[src/rtl/acb_pkg.sv]
package acb_pkg;

   // Effective divide limit: a programmed zero acts as one.
   function automatic int unsigned eff_limit(input int unsigned prog);
      return (prog == 0) ? 1 : prog;
   endfunction

   typedef struct packed {
      logic toggle;
      logic level;
   } bias_evt_t;

endpackage

[src/rtl/acb_line_div.sv]
module acb_line_div
   import acb_pkg::*;
#(
   parameter int unsigned PERIOD_W = 8
) (
   input  logic                clk,
   input  logic                rst_n,
   input  logic                line_stb,
   input  logic [PERIOD_W-1:0] period,
   output bias_evt_t           evt
);
   localparam int unsigned CW = PERIOD_W + 1;

   logic [PERIOD_W-1:0] cnt_q;
   logic [CW-1:0]       limit;
   logic [CW-1:0]       cnt_next_ext;
   logic                terminal;
   logic                level_q;

   always_comb begin
      limit        = (period == '0) ? CW'(1) : {1'b0, period};
      cnt_next_ext = {1'b0, cnt_q} + CW'(1);
      terminal     = (cnt_next_ext >= limit);
   end

   always_ff @(posedge clk or negedge rst_n) begin
      if (!rst_n) begin
         cnt_q   <= '0;
         level_q <= 1'b0;
      end else if (line_stb) begin
         if (terminal) begin
            cnt_q   <= '0;
            level_q <= ~level_q;
         end else begin
            cnt_q   <= cnt_q + 1'b1;
         end
      end
   end

   assign evt.toggle = line_stb & terminal;
   assign evt.level  = level_q;

endmodule

[src/rtl/acb_xition_cnt.sv]
module acb_xition_cnt #(
   parameter int unsigned XCNT_W = 4
) (
   input  logic              clk,
   input  logic              rst_n,
   input  logic              toggle_evt,
   input  logic [XCNT_W-1:0] xcount,
   input  logic              status_clr,
   output logic              flag
);
   localparam int unsigned EW = XCNT_W + 1;

   logic [XCNT_W-1:0] tcnt_q;
   logic              flag_q;
   logic              enabled;
   logic              reach;
   logic              set_evt;

   always_comb begin
      enabled = |xcount;
      reach   = (({1'b0, tcnt_q} + EW'(1)) >= {1'b0, xcount});
      set_evt = toggle_evt & enabled & ~flag_q & reach;
   end

   always_ff @(posedge clk or negedge rst_n) begin
      if (!rst_n) begin
         tcnt_q <= '0;
      end else if (!enabled) begin
         tcnt_q <= '0;
      end else if (toggle_evt && !flag_q) begin
         tcnt_q <= set_evt ? '0 : tcnt_q + 1'b1;
      end
   end

   always_ff @(posedge clk or negedge rst_n) begin
      if (!rst_n)          flag_q <= 1'b0;
      else if (set_evt)    flag_q <= 1'b1;
      else if (status_clr) flag_q <= 1'b0;
   end

   assign flag = flag_q;

endmodule

[src/rtl/acb_toggle_gen.sv]
module acb_toggle_gen
   import acb_pkg::*;
#(
   parameter int unsigned PERIOD_W = 8,
   parameter int unsigned XCNT_W   = 4
) (
   input  logic                clk,
   input  logic                rst_n,
   input  logic                line_stb_i,
   input  logic [PERIOD_W-1:0] period_i,
   input  logic [XCNT_W-1:0]   xcount_i,
   input  logic                status_clr_i,
   output logic                bias_o,
   output logic                status_o
);
   generate
      if (PERIOD_W < 1 || PERIOD_W > 16) begin : g_bad_period
         $error("acb_toggle_gen: PERIOD_W out of range");
      end
      if (XCNT_W < 1 || XCNT_W > 16) begin : g_bad_xcnt
         $error("acb_toggle_gen: XCNT_W out of range");
      end
   endgenerate

   bias_evt_t evt;

   acb_line_div #(.PERIOD_W(PERIOD_W)) u_div (
      .clk      (clk),
      .rst_n    (rst_n),
      .line_stb (line_stb_i),
      .period   (period_i),
      .evt      (evt)
   );

   acb_xition_cnt #(.XCNT_W(XCNT_W)) u_xcnt (
      .clk        (clk),
      .rst_n      (rst_n),
      .toggle_evt (evt.toggle),
      .xcount     (xcount_i),
      .status_clr (status_clr_i),
      .flag       (status_o)
   );

   assign bias_o = evt.level;

endmodule

[config.mk]
export PLATFORM = sky130hd
export DESIGN_NAME = acb_toggle_gen
export DESIGN_NICKNAME = d
export VERILOG_FILES = /design/src/rtl/acb_pkg.sv /design/src/rtl/acb_line_div.sv /design/src/rtl/acb_xition_cnt.sv /design/src/rtl/acb_toggle_gen.sv
export SDC_FILE = /design/constraint.sdc
export NUM_CORES = 1
export LEC_CHECK = 0
export BUFFER_PORTS_ARGS = -buffer_cell sky130_fd_sc_hd__buf_4
export CORE_MARGIN = 5
export CORE_UTILIZATION = 50
export CTS_CLUSTER_DIAMETER = 150
export DETAILED_ROUTE_END_ITERATION = 16
export GPL_ROUTABILITY_DRIVEN = 1
export PLACE_DENSITY = 0.72
export SYNTH_ARGS = -nofsm -noshare
export SYNTH_HDL_FRONTEND = slang
export SYNTH_SLANG_ARGS = --single-unit
[constraint.sdc]
create_clock -name clk -period 3.9 [get_ports clk]
set_clock_uncertainty 0.2 [all_clocks]
set_input_delay 0.975 -clock clk [delete_from_list [all_inputs] [get_ports clk]]
set_output_delay 0.975 -clock clk [all_outputs]
set_load 0.005 [all_outputs]
Word level (Yosys, flattened, before mapping)
Index checks and enable logic that the tools add are counted.
{"block": "word_totals", "register_bits": 14, "latch_bits": 0, "ramBits": 0, "mem_bits_ro": 0, "inputBits": 16, "output_inout_bits": 2, "wordCells": 30, "memories": 0}
{"block": "op_classes", "n_addsub": 4, "n_mul": 0, "n_div": 0, "magnitude_cmp": 2, "n_eq_ne": 1, "shift": 0, "n_mux": 7, "bitwise": 6, "reduce_logical": 6}
{"cell": "2-to-1 mux 8 bit", "count": 2}
{"cell": "2-to-1 mux 4 bit", "count": 3}
{"cell": "adder 8 x 1 -> 9 bit (second input constant)", "count": 1}
{"cell": "greater-or-equal comparator 9 bit", "count": 1}
{"cell": "adder 8 x 1 -> 8 bit (second input constant)", "count": 1}
{"cell": "logical NOT 8 bit", "count": 1}
{"cell": "adder 4 x 1 -> 5 bit (second input constant)", "count": 1}
{"cell": "greater-or-equal comparator 5 x 4 -> 1 bit", "count": 1}
{"cell": "adder 4 x 1 -> 4 bit (second input constant)", "count": 1}
{"cell": "bitwise AND 1 bit", "count": 4}
{"cell": "OR reduction 4 bit", "count": 1}
{"cell": "2-to-1 mux 1 bit", "count": 2}
{"cell": "!= test 2 bit (second input constant)", "count": 1}
{"cell": "NOT 1 bit", "count": 2}
{"cell": "AND reduction 2 bit", "count": 1}
{"cell": "nonzero test 2 bit", "count": 1}
{"cell": "logical AND 1 bit", "count": 1}
{"cell": "logical NOT 1 bit", "count": 1}

Longest topological paths before layout
{"block": "depth", "word_depth": 10, "depth_mapped": 10, "ltp_nobuf": 10}

By module
A second synthesis with hierarchy kept.
{"block": "unflattened", "cells_unflattened": 120, "area_unflattened_um2": 1144.8}
{"module": "acb_line_div", "n_inst": 1, "cells_each": 81, "area_each_um2": 743.2, "seq_area_each_um2": 225.2}
{"module": "acb_xition_cnt", "n_inst": 1, "cells_each": 39, "area_each_um2": 401.6, "seq_area_each_um2": 125.1}

Least setup slack after synthesis
No wires, ideal clock.
{"block": "synth_path", "path_kind": "input-to-reg", "startpoint": "input port period_i[5]", "endpoint": "register u_xcnt.tcnt_q[2]", "setup_ns": 0.122, "arrival_time_ns": 2.701, "t_required_ns": 3.578, "slack_ns": 0.877, "stages": 8, "n_path_buf": 0, "cell_sequence": "nor4_1 a41o_1 ha_1 nand2b_4 a211o_1 a22oi_4 a21oi_2 a32o_1"}
{"block": "synth_between", "elab_chain_len": 10, "word_cells_on_any_way": 12, "classes_between": "order compare (1); eq/ne (1); mux (4); bitwise (4); reduce/logical (2)"}
{"item": "start: declaration", "line": "acb_toggle_gen.sv:10", "text": "input logic [PERIOD_W-1:0] period_i,"}
{"item": "logical NOT 8 bit", "line": "acb_line_div.sv:21", "text": "limit = (period == '0) ? CW'(1) : {1'b0, period};"}
{"item": "2-to-1 mux 8 bit (*)", "line": "acb_line_div.sv:21"}
{"item": "greater-or-equal comparator 9 bit (*)", "line": "acb_line_div.sv:23", "text": "terminal = (cnt_next_ext >= limit);"}
{"item": "bitwise AND 1 bit (*)", "line": "acb_line_div.sv:40", "text": "assign evt.toggle = line_stb & terminal;"}
{"item": "bitwise AND 1 bit (3 in series)", "line": "acb_xition_cnt.sv:22", "text": "set_evt = toggle_evt & enabled & ~flag_q & reach;"}
{"item": "2-to-1 mux 4 bit", "line": "acb_xition_cnt.sv:31", "text": "tcnt_q <= set_evt ? '0 : tcnt_q + 1'b1;"}
{"item": "2-to-1 mux 4 bit", "line": "acb_xition_cnt.sv:30", "text": "end else if (toggle_evt && !flag_q) begin"}
{"item": "2-to-1 mux 4 bit", "line": "acb_xition_cnt.sv:28", "text": "end else if (!enabled) begin"}
{"item": "end signal: assignment", "line": "acb_xition_cnt.sv:31"}
{"item": "end: declaration", "line": "acb_xition_cnt.sv:13", "text": "logic [XCNT_W-1:0] tcnt_q;"}
Every way passes the cells marked *; elsewhere a longest branch is shown, timed or not. The select of a mux whose other input is x is not followed.
A chain may end at the register's enable or synchronous reset.

Final worst setup path
Ends and elaborated chain as after synthesis.

==> flow_summary.yaml <==
logic_synthesis:
  syn_nets: 153
  avgSynthCellArea_um2: 9.21
  ys_types: 33
  yosysTopAreaCellShare_pct: 30.9
  synth_area_leader_cell: "dfrtp_1"
  syn-instance-count: 123
  ys_seq_elements: 14
  synth_area_leaders: "dfrtp_1 31%, ha_1 15%, inv_1 5.0%"
  ys_warn_count: 0
  ys_seq_area_share_pct: 30.9
  synth_area_mm2: 0.00113
power_and_ir_drop:
  powerDensity_mw_per_mm2: 453
  ir_drop_mv: 0.319
  seqPwrFrac_pct: 38.5
  p_int_uw: 372
  switching_share_pct: 37.8
  leakage_nw: 0.701
  p_comb_share_pct: 44.1
  total_power_uw: 599
  switching_power_uw: 227
  clkPwrFrac_pct: 17.4
clock_tree:
  clk_latency_ps: 280
  cts_tree: "done"
  cts-resized-gates: 0
  cts_buffers: 3
  htreeDepth: 1
  clock_sinks: 14
  root_buffer: "clkbuf_4"
  cts_buffer_depth: 2
  holdBufCountCts: 0
  postCtsSetupBuffers: 0
  clk_pin_slew_worst_paths_ps: 80
worst_setup_path:
  worstSetupEndpointType: "flip-flop"
  cp_cell_sequence: "buf_4, nor4_1, a41o_1, ha_1, nand2b_4, a211o_1, a22oi_4, a21oi_2, a32o_1"
  crit_arrival_ps: 2990
  setup.worst_path.start_class: "input pin"
  critPathSlowestCell: "a211o_1"
  r2r_slack_ps: 1020
  crit_family: "compound AO/OA/AOI/OAI gates"
  crit_fanout: 9
  worstRegToRegCells: 10
  max_stage_delay_ps: 320
  cp.required_ps: 3880
  crit_buf_inv: 1
  cp.depth: 9
  setup.worst_path.class: "input pin to flip-flop"
layout:
  final_common_cell: "buf_4"
  layout_common_cells: "17 x buf_4, 15 x inv_1, 14 x ha_1, 14 x dfrtp_1, 11 x nand2_1"
  layout-drive-gt1-share_pct: 19.7
  antennaDiodeCount: 0
  n_fill_cell: 210
  syn_to_final_growth_pct: 16.8
  utilization_pct: 60.4
  nets: 173
floorplan:
  num_rows: 17
  io_pins: 18
  coreArea_mm2: 0.00219
  die_y_um: 57.6
  die_area_mm2: 0.00332
  fp.dieW_um: 57.6
  start_util_pct: 51.7
drt:
  drtIter0Drc: 13
  antenna_left: 0
  vias_per_cell: 5.50
  routed_wl_um: 2230
  first_pass_iters: 4
  drc: 0
  routed_wire_length_per_instance_um: 13.1
  vias: 935
timing:
  period_minus_slack_ps: 3010
  fin_crit_sh_pct: 77.2
  fmax_ghz: 0.332
  slew_viol_final: 0
  tns_ps: 0
  setup_violations: 0
  worst_pin_slew_ps: 369
  finalHoldViolations: 0
  hold_ws_ps: 284
  grt_setup_unrepaired: "false"
  timing.slew.headroom_pct: 75.4
placed_design:
  gp_congestion: 0.817
  io_buffers: 17
  dpl.hpwl_um: 1880
global_route:
  grt_pass1_wl_um: 3940
  grt.overflow.total: 0
  grt_pass1_vias: 906
  track_usage_pct: 14.8
  grt_antenna_before_repair: 0
  grt_max_degree: 15
min_path:
  hold_class: "flip-flop to flip-flop"
  holdPathStages: 1
run_status:
  status: "finished, final reports clean"
flow_run:
  max-cap-violations: 0
## power by group through the flow
| stage | Sequential (mW) | Combinational [mW] | Clock [mW] |
|---|---|---|---|
| after floorplan | 0.224 | 0.202 | 0 |
| after global placement | 0.232 | 0.259 | 0 |
| after detailed placement | 0.233 | 0.265 | 0 |
| after CTS | 0.230 | 0.268 | 0.110 |
| after global routing | 0.237 | 0.305 | 0.116 |
| final | 0.231 | 0.264 | 0.104 |
## synth_stat cells (all sizes together)
cell and instances:
a2111o 1, a211o 2, a21oi 6, a22oi 1, a31oi 2, a32o 1
a32oi 1, a41o 1, and3 1, clkbuf 2, dfrtp 14, ha 14
inv 15, mux2i 5, nand2 11, nand2b 2, nand3 9, nand3b 2
nand4 3, nor2 9, nor3 1, nor4 1, o211ai 1, o21ai 1
o22ai 1, o2bb2ai 6, or4 1, xnor2 4, xor2 5
## metrics by stage
| stage | instance area [µm²] | cells | setup WS (ps) |
|---|---|---|---|
| after floorplan | 1130 | 123 | 877 |
| after global placement | 1290 | 166 | 669 |
| after detailed placement | 1290 | 166 | 570 |
| after CTS | 1320 | 170 | 877 |
| after global routing | 1320 | 170 | 776 |
| final | 1320 | 170 | 890 |
## per-layer routing
metal / global-route usage, % / up-vias / share of wire, %
met4: 1.99 / 0 / 0.18
met3: 4.98 / 2 / 3.9
met2: 23.5 / 9 / 47
li1: - / 481 / -
met5: 0 / - / 0
met1: 20.0 / 443 / 49
## area by class of cell
type	count	area, µm²	share of cell area, %
tap	28	35.0	2.65
inverter	15	56.3	4.26
clock buffer	4	36.3	2.74
multi-input combinational	92	717	54.2
sequential	14	350	26.5
timing repair buffer	17	128	9.65
## registers in the layout, indices dropped and copies added (netlist names)
register       cells
u_div.cnt_q        8
u_div.level_q      1
u_xcnt.tcnt_q      4
u_xcnt.flag        1
## worst paths after layout
path	start	endpoint
worst max-delay path	period_i[5]	u_xcnt.tcnt_q[2]
worst min-delay path	u_div.level_q	u_div.level_q
worst max register to register	u_div.cnt_q[0]	u_xcnt.tcnt_q[2]
worst min register to register	u_div.level_q	u_div.level_q
max in group asynchronous	rst_n	u_div.cnt_q[7]
min in group asynchronous	rst_n	u_xcnt.tcnt_q[3]
## kinds of logic after synthesis
logic type	Yosys count	share of synthesized area (%)
flip-flops	14	30.9
adder cells (fa/ha/maj)	14	15.5
XOR/XNOR	9	6.96
AO/OA/AOI/OAI	24	17.3
AND/OR/NAND/NOR	40	19.1
buffers and inverters	17	5.74
multiplexers	5	4.42
Power figures use the tool's default switching activity.
